<file path="src/rtl/irqd_pkg.sv">
package irqd_pkg;
   localparam int DLV_W = 3;
   typedef enum logic {
      TRIG_EDGE  = 1'b0,
      TRIG_LEVEL = 1'b1
   } trig_e;
endpackage

</file>
<file path="src/rtl/irqd_pin_slice.sv">
module irqd_pin_slice #(
   parameter int STORM_LIMIT = 10000,
   localparam int CNT_W = $clog2(STORM_LIMIT + 1)
) (
   input  logic clk,
   input  logic rst_n,
   input  logic evt,
   input  logic lvl,
   input  logic level_mode,
   input  logic mask,
   input  logic eoi_hit,
   input  logic take,
   input  logic commit,
   input  logic timer_fire,
   output logic irr,
   output logic remote,
   output logic req,
   output logic eligible,
   output logic coal,
   output logic storm
);
   import irqd_pkg::*;

   logic             irr_q, rem_q, req_q, mask_q;
   logic             irr_d, rem_d, req_d;
   logic [CNT_W-1:0] cnt_q, cnt_d;
   logic             unmask_rise, idle_level;

   always_comb begin
      coal        = evt & lvl & (trig_e'(level_mode) == TRIG_EDGE) & irr_q;
      unmask_rise = mask_q & ~mask;
      idle_level  = level_mode & irr_q & ~rem_q;
      storm       = 1'b0;
      irr_d       = irr_q;
      rem_d       = rem_q;
      req_d       = req_q & ~take;
      cnt_d       = cnt_q;
      if (evt) begin
         if (!lvl) begin
            irr_d = 1'b0;
         end else if (!coal) begin
            irr_d = 1'b1;
            req_d = 1'b1;
         end
      end
      if (commit && level_mode) rem_d = 1'b1;
      if (unmask_rise && idle_level) req_d = 1'b1;
      if (timer_fire && idle_level) req_d = 1'b1;
      if (eoi_hit && level_mode) begin
         rem_d = 1'b0;
         if (!mask && irr_q) begin
            if (cnt_q == CNT_W'(STORM_LIMIT - 1)) begin
               cnt_d = '0;
               storm = 1'b1;
            end else begin
               cnt_d = cnt_q + 1'b1;
               req_d = 1'b1;
            end
         end else begin
            cnt_d = '0;
         end
      end
      if (trig_e'(level_mode) == TRIG_EDGE) rem_d = 1'b0;
   end

   always_ff @(posedge clk or negedge rst_n) begin
      if (!rst_n) begin
         irr_q  <= 1'b0;
         rem_q  <= 1'b0;
         req_q  <= 1'b0;
         mask_q <= 1'b1;
         cnt_q  <= '0;
      end else begin
         irr_q  <= irr_d;
         rem_q  <= rem_d;
         req_q  <= req_d;
         mask_q <= mask;
         cnt_q  <= cnt_d;
      end
   end

   assign irr      = irr_q;
   assign remote   = rem_q;
   assign req      = req_q;
   assign eligible = req_q & ~mask & (level_mode ? (irr_q & ~rem_q) : 1'b1);
endmodule

</file>
<file path="src/rtl/irqd_pick.sv">
module irqd_pick #(
   parameter int N = 24,
   localparam int IDX_W = (N > 1) ? $clog2(N) : 1
) (
   input  logic [N-1:0]     req,
   output logic [N-1:0]     grant,
   output logic [IDX_W-1:0] idx,
   output logic             any
);
   always_comb begin
      grant = '0;
      idx   = '0;
      any   = 1'b0;
      for (int i = N - 1; i >= 0; i--) begin
         if (req[i]) begin
            grant    = '0;
            grant[i] = 1'b1;
            idx      = IDX_W'(i);
            any      = 1'b1;
         end
      end
   end
endmodule

</file>
<file path="src/rtl/irqd_delay_timer.sv">
module irqd_delay_timer #(
   parameter int DELAY_CYCLES = 500000,
   localparam int TW = $clog2(DELAY_CYCLES + 1)
) (
   input  logic clk,
   input  logic rst_n,
   input  logic start,
   output logic fire,
   output logic running
);
   logic [TW-1:0] cnt_q;
   logic          run_q;

   assign fire    = run_q && (cnt_q == '0);
   assign running = run_q;

   always_ff @(posedge clk or negedge rst_n) begin
      if (!rst_n) begin
         run_q <= 1'b0;
         cnt_q <= '0;
      end else if (run_q) begin
         if (cnt_q == '0) run_q <= 1'b0;
         else cnt_q <= cnt_q - 1'b1;
      end else if (start) begin
         run_q <= 1'b1;
         cnt_q <= TW'(DELAY_CYCLES - 1);
      end
   end
endmodule

</file>
<file path="src/rtl/irq_dispatch_core.sv">
module irq_dispatch_core #(
   parameter int NPINS        = 24,
   parameter int VEC_W        = 8,
   parameter int DEST_W       = 8,
   parameter int STORM_LIMIT  = 10000,
   parameter int DELAY_CYCLES = 500000,
   localparam int PIN_W = (NPINS > 1) ? $clog2(NPINS) : 1,
   localparam int DLV_W = irqd_pkg::DLV_W
) (
   input  logic                    clk,
   input  logic                    rst_n,
   input  logic [NPINS*VEC_W-1:0]  cfg_vector,
   input  logic [NPINS*DEST_W-1:0] cfg_dest,
   input  logic [NPINS-1:0]        cfg_dest_mode,
   input  logic [NPINS*DLV_W-1:0]  cfg_dlv_mode,
   input  logic [NPINS-1:0]        cfg_level,
   input  logic [NPINS-1:0]        cfg_mask,
   input  logic [NPINS-1:0]        line_evt,
   input  logic [NPINS-1:0]        line_lvl,
   input  logic                    eoi_valid,
   input  logic [VEC_W-1:0]        eoi_vector,
   output logic                    msg_valid,
   input  logic                    msg_ready,
   output logic [PIN_W-1:0]        msg_pin,
   output logic [VEC_W-1:0]        msg_vector,
   output logic [DEST_W-1:0]       msg_dest,
   output logic                    msg_dest_mode,
   output logic [DLV_W-1:0]        msg_dlv_mode,
   output logic                    msg_level,
   output logic [NPINS-1:0]        coal_pulse,
   output logic [NPINS-1:0]        pend_irr,
   output logic [NPINS-1:0]        remote_irr
);
   if (NPINS < 1 || NPINS > 256) begin : g_bad_npins
      $error("irq_dispatch_core: NPINS out of range");
   end
   if (STORM_LIMIT < 2) begin : g_bad_limit
      $error("irq_dispatch_core: STORM_LIMIT must be at least 2");
   end
   if (DELAY_CYCLES < 1) begin : g_bad_delay
      $error("irq_dispatch_core: DELAY_CYCLES must be positive");
   end

   logic [NPINS-1:0] req_vec, elig_vec, take_vec, commit_vec, storm_vec, hit_vec;
   logic [NPINS-1:0] grant;
   logic [PIN_W-1:0] sel_idx;
   logic             sel_any, capture, accept, timer_fire, timer_run;

   logic             v_q;
   logic [PIN_W-1:0] pin_q;
   logic [VEC_W-1:0] vec_q;
   logic [DEST_W-1:0] dst_q;
   logic             dm_q, lv_q;
   logic [DLV_W-1:0] dlv_q;

   assign accept   = v_q & msg_ready;
   assign take_vec = v_q ? '0 : grant;
   assign capture  = !v_q && sel_any && elig_vec[sel_idx];

   for (genvar p = 0; p < NPINS; p++) begin : g_pin
      assign hit_vec[p]    = eoi_valid && (cfg_vector[p*VEC_W +: VEC_W] == eoi_vector);
      assign commit_vec[p] = accept && (pin_q == PIN_W'(p));

      irqd_pin_slice #(.STORM_LIMIT(STORM_LIMIT)) u_slice (
         .clk        (clk),
         .rst_n      (rst_n),
         .evt        (line_evt[p]),
         .lvl        (line_lvl[p]),
         .level_mode (cfg_level[p]),
         .mask       (cfg_mask[p]),
         .eoi_hit    (hit_vec[p]),
         .take       (take_vec[p]),
         .commit     (commit_vec[p]),
         .timer_fire (timer_fire),
         .irr        (pend_irr[p]),
         .remote     (remote_irr[p]),
         .req        (req_vec[p]),
         .eligible   (elig_vec[p]),
         .coal       (coal_pulse[p]),
         .storm      (storm_vec[p])
      );
   end

   irqd_pick #(.N(NPINS)) u_pick (
      .req   (req_vec),
      .grant (grant),
      .idx   (sel_idx),
      .any   (sel_any)
   );

   irqd_delay_timer #(.DELAY_CYCLES(DELAY_CYCLES)) u_timer (
      .clk     (clk),
      .rst_n   (rst_n),
      .start   (|storm_vec),
      .fire    (timer_fire),
      .running (timer_run)
   );

   always_ff @(posedge clk or negedge rst_n) begin
      if (!rst_n) begin
         v_q   <= 1'b0;
         pin_q <= '0;
         vec_q <= '0;
         dst_q <= '0;
         dm_q  <= 1'b0;
         dlv_q <= '0;
         lv_q  <= 1'b0;
      end else if (accept) begin
         v_q <= 1'b0;
      end else if (capture) begin
         v_q   <= 1'b1;
         pin_q <= sel_idx;
         vec_q <= cfg_vector[sel_idx*VEC_W +: VEC_W];
         dst_q <= cfg_dest[sel_idx*DEST_W +: DEST_W];
         dm_q  <= cfg_dest_mode[sel_idx];
         dlv_q <= cfg_dlv_mode[sel_idx*DLV_W +: DLV_W];
         lv_q  <= cfg_level[sel_idx];
      end
   end

   assign msg_valid     = v_q;
   assign msg_pin       = pin_q;
   assign msg_vector    = vec_q;
   assign msg_dest      = dst_q;
   assign msg_dest_mode = dm_q;
   assign msg_dlv_mode  = dlv_q;
   assign msg_level     = lv_q;
endmodule

</file>
<file path="config.mk">
export PLATFORM = sky130hd
export DESIGN_NAME = irq_dispatch_core
export DESIGN_NICKNAME = d
export VERILOG_FILES = /design/src/rtl/irqd_pkg.sv /design/src/rtl/irqd_pin_slice.sv /design/src/rtl/irqd_pick.sv /design/src/rtl/irqd_delay_timer.sv /design/src/rtl/irq_dispatch_core.sv
export SDC_FILE = /design/constraint.sdc
export NUM_CORES = 2
export LEC_CHECK = 0
export ABC_AREA = 0
export BUFFER_PORTS_ARGS = -buffer_cell sky130_fd_sc_hd__buf_2
export CAP_MARGIN = 20
export CORE_UTILIZATION = 50
export CTS_BUF_LIST = sky130_fd_sc_hd__clkbuf_8
export DETAILED_ROUTE_END_ITERATION = 8
export PLACE_DENSITY = 0.81
export RECOVER_POWER = 50
export SLEW_MARGIN = 30
export SYNTH_ARGS = -nofsm -noshare
export SYNTH_HDL_FRONTEND = slang
export SYNTH_HIERARCHICAL = 1
export SYNTH_SLANG_ARGS = --single-unit
</file>
<file path="constraint.sdc">
create_clock -name clk -period 4.2 [get_ports clk]
set_clock_uncertainty 0.1 [all_clocks]
set_input_delay 0.42 -clock clk [delete_from_list [all_inputs] [get_ports clk]]
set_output_delay 0.42 -clock clk [all_outputs]
set_load 0.02 [all_outputs]
</file>
==> results.py <==
metrics = {
    "run_status": {
        "violations": "capacitance limit, slew limit",
        "status": "complete, but fails checks",
    },
    "critical_path": {
        "path_class": "reg2reg",
        "cp-start-kind": "flip-flop",
        "end_kind": "flip-flop",
        "crit_required_ns": 4.66,
        "ff2ff_setup_slack_ns": 0.11,
        "cp_data_arrival_time_ns": 4.55,
        "critical_path.max_fanout": 27,
    },
    "pwr": {
        "seqPwrFrac_pct": 34.7,
        "p_int_w": 0.01005,
        "switching_share_pct": 34.79,
        "clkPwrFrac_pct": 31.4,
        "finalPower_w": 0.01541,
        "peakVddDrop_mv": 0.3292,
        "p_leak_nw": 17.02,
        "power_density_mw_per_mm2": 368.8,
        "pwr-share-comb_pct": 33.8,
        "switchingPower_w": 0.005362,
    },
    "global_routing": {
        "grt_pass1_vias": 32350,
        "antenna_found_initial": 64,
        "grt_use_total_pct": 38.91,
        "grt_overflow": 0,
        "grt_pass1_wl_um": 205400,
        "grt_max_degree": 107,
    },
    "yosys": {
        "ys.flop_type": "dfrtp_1",
        "async_flop_share_pct": 100.0,
        "synth_edf_count": 0,
        "synthCells": 3570,
        "yosys_warnings": 6,
        "yosysTopAreaCellShare_pct": 32.28,
        "ys_top_cells_by_area": "dfrtp_1 32%, mux4_2 8.4%, nand4_1 4.1%",
        "syn_nets": 4183,
        "yosysSeqAreaShare_pct": 34.07,
        "yosysTopAreaCell": "dfrtp_1",
        "synth.avg_cell_area_um2": 9.880,
        "syn_area_mm2": 0.03527,
        "synth_cell_types": 77,
        "synth-seq-cells": 479,
    },
    "sta": {
        "fin_crit_sh_pct": 97.40,
        "tightest_slew_ns": 2.808,
        "setup_viol": 0,
        "post-route-min-period_ns": 4.091,
        "fin_ws_ns": 0.1094,
        "rsz0062_at_grt": "no",
        "fin_setup_tns_ns": 0,
        "fin_hold_ws_ns": 0.03502,
        "relSlewSlack_pct": -87.21,
        "fmaxAchievable_ghz": 0.2445,
        "finalMaxSlewViolations": 327,
        "hold_viol_final": 0,
    },
    "clock_tree": {
        "ctsLongestPathBuffers": 3,
        "clock_latency_ns": 0.72,
        "path_clk_slew_ns": 0.07,
        "root_buffer": "clkbuf_8",
        "post_cts_buffers": 0,
        "h-tree-depth": 3,
        "cts-resized-gates": 0,
        "cts_tree": "yes",
        "cts_num_sinks": 479,
        "cts_made_buffers": 88,
        "hold_buffers": 88,
    },
    "run": {
        "maxCapViolations": 4,
    },
    "placement": {
        "hpwl_um": 109700,
        "gp_congestion": 1.067,
        "port_buffers": 686,
        "placed_area_mm2": 0.03901,
        "place_ws_ns": 0.1566,
    },
    "drt": {
        "first_pass_iters": 6,
        "vias": 34850,
        "routed_via_density": 6.525,
        "wl_per_cell_um": 26.54,
        "first_iter_violations": 3947,
        "drcViolationCount": 0,
        "ant_nets": 0,
        "wirelength_um": 141800,
    },
    "finish": {
        "syn2layout_area_growth_pct": 18.48,
        "finalInstanceArea_mm2": 0.04179,
        "fin_nets": 4899,
        "num-fill-cells": 6114,
        "drive_gt1_share_pct": 30.50,
    },
    "die": {
        "die_x_um": 267.6,
        "fp.coreArea_mm2": 0.06991,
        "die_area_mm2": 0.07161,
        "io_pins": 687,
        "die_h_um": 267.6,
        "num_rows": 97,
        "start_util_pct": 50.45,
    },
    "worst_hold_path": {
        "hold_class": "in2reg",
    },
}
## synthesized netlist by cell type (23+ instances only)
cell type and instances:
buf_6 99, nor4b_4 23, o21ai_0 54, nand2_1 275, o22ai_1 25, nor2_1 195
and3_4 24, o21ai_2 69, or4_4 24, dfrtp_1 455, a21o_1 25, nor2b_1 35
a22o_1 48, nor4_1 48, clkbuf_1 51, ha_1 25, nand3_1 80, nand2b_1 55
a41oi_4 24, nand4b_1 27, a21oi_1 224, inv_1 107, nand4_1 232, and3_1 44
dfstp_2 24, mux2_2 47, nor3_1 83, mux4_2 131, a31oi_1 218, nor3b_1 54
buf_1 31, xor2_1 108, mux2i_1 63, or3_1 55, a211oi_1 26, a41oi_1 73
and2_1 52, buf_4 52, and3_2 47, xnor2_1 84
## cell families after synthesis
group	Yosys count	share of synthesized area, %
adder cells (fa/ha/maj)	25	0.8868
XOR/XNOR	192	4.768
AO/OA/AOI/OAI	864	17.73
flip-flops	479	34.07
AND/OR/NAND/NOR	1396	23.67
buffers and inverters	356	6.506
multiplexers	258	12.38
## path summary, 6_finish.rpt
check                                             from                           to  depth (start not counted)
min in group asynchronous                        rst_n   g_pin[21].u_slice/cnt_q[9]                          2
max in group asynchronous                        rst_n   g_pin[14].u_slice/cnt_q[4]                          3
max reg2reg                      g_pin[13].u_slice/req                  msg_dest[6]                         11
max                              g_pin[13].u_slice/req                  msg_dest[6]                         11
min reg2reg                g_pin[23].u_slice/cnt_q[10]  g_pin[23].u_slice/cnt_q[10]                          1
min                                       line_lvl[15]        g_pin[15].u_slice/irr                          3
## flip-flops by register name (all words and copies together) (netlist names), 3 cells and up
name and cells:
g_pin.u_slice/cnt_q 336, g_pin.u_slice/irr 24, g_pin.u_slice/mask_q 24, g_pin.u_slice/remote 24, g_pin.u_slice/req 24, msg_dest 8, msg_dlv_mode 3, msg_pin 5
msg_vector 8, u_timer/cnt_q 19
## cells in the final DEF, fill, tap and decap left out, types with 25 or more instances in the layout
| master | synthesis | layout |
|---|---|---|
| nand2b_1 | 55 | 55 |
| mux4_2 | 131 | 131 |
| nor3_1 | 83 | 82 |
| a41oi_1 | 73 | 73 |
| ha_1 | 25 | 25 |
| nor3b_1 | 54 | 52 |
| dfrtp_1 | 455 | 455 |
| clkbuf_8 | 0 | 120 |
| nand2_1 | 275 | 275 |
| clkbuf_1 | 51 | 61 |
| and3_2 | 47 | 47 |
| inv_1 | 107 | 134 |
| a21oi_1 | 224 | 224 |
| a211oi_1 | 26 | 26 |
| a22o_1 | 48 | 48 |
| diode_2 | 0 | 42 |
| a21o_1 | 25 | 25 |
| buf_2 | 16 | 626 |
| or3_1 | 55 | 55 |
| xnor2_1 | 84 | 84 |
| nor2_1 | 195 | 193 |
| nand4b_1 | 27 | 27 |
| a31oi_1 | 218 | 218 |
| buf_4 | 52 | 83 |
| nand3_1 | 80 | 80 |
| o21ai_0 | 54 | 54 |
| o22ai_1 | 25 | 25 |
| and2_1 | 52 | 52 |
| mux2i_1 | 63 | 63 |
| dlygate4sd3_1 | 0 | 88 |
| and3_1 | 44 | 44 |
| nor4_1 | 48 | 46 |
| nand4_1 | 232 | 232 |
| xor2_1 | 108 | 108 |
| o21ai_2 | 69 | 69 |
| mux2_2 | 47 | 47 |
| nor2b_1 | 35 | 33 |
## worst max-delay path, cell delays in order, from the launching register on
cell and delay [ns]:
dfrtp_1 0.46, nor2_1 0.24, o31ai_1 0.12, a21oi_1 0.19
o31ai_1 0.16, a2111oi_2 0.65, buf_4 0.32, buf_4 0.40
mux4_2 0.40, a22oi_1 0.41, nand3_1 0.15, mux2_4 0.27
## layer usage
layer,global-route usage [%],vias up,routed length (um)
li1,-,15240,-
met1,47.13,16920,51320
met5,0,-,132
met4,34.02,18,13400
met2,57.10,2122,62260
met3,10.46,558,14680
## per-stage QoR
stage	utilization [%]	std cells
after floorplan	-	3570
after global placement	55.79	5048
after detailed placement	55.80	5048
after CTS	59.80	5300
after global routing	59.76	5337
final	59.78	5342
## power groups by stage
stage / registers [W] / logic (W) / clock network (W)
floorplan: 0.00520 / 0.00316 / 0
global placement: 0.00537 / 0.00503 / 0
detailed placement: 0.00536 / 0.00508 / 0
CTS: 0.00528 / 0.00518 / 0.00489
global route: 0.00534 / 0.00547 / 0.00512
finish: 0.00535 / 0.00522 / 0.00484
## cell type report
class	count	area, um^2	share of cell area (%)
clock buffers	120	1652	3.952
flip-flops and latches	479	12020	28.75
repair buffers	875	5141	12.30
clock inverters	44	266.5	0.6377
multi-input cells	2735	21030	50.33
well taps	940	1176	2.814
inverters	107	401.6	0.9611
diodes	42	105.1	0.2515
Power figures use the tool's default switching activity.
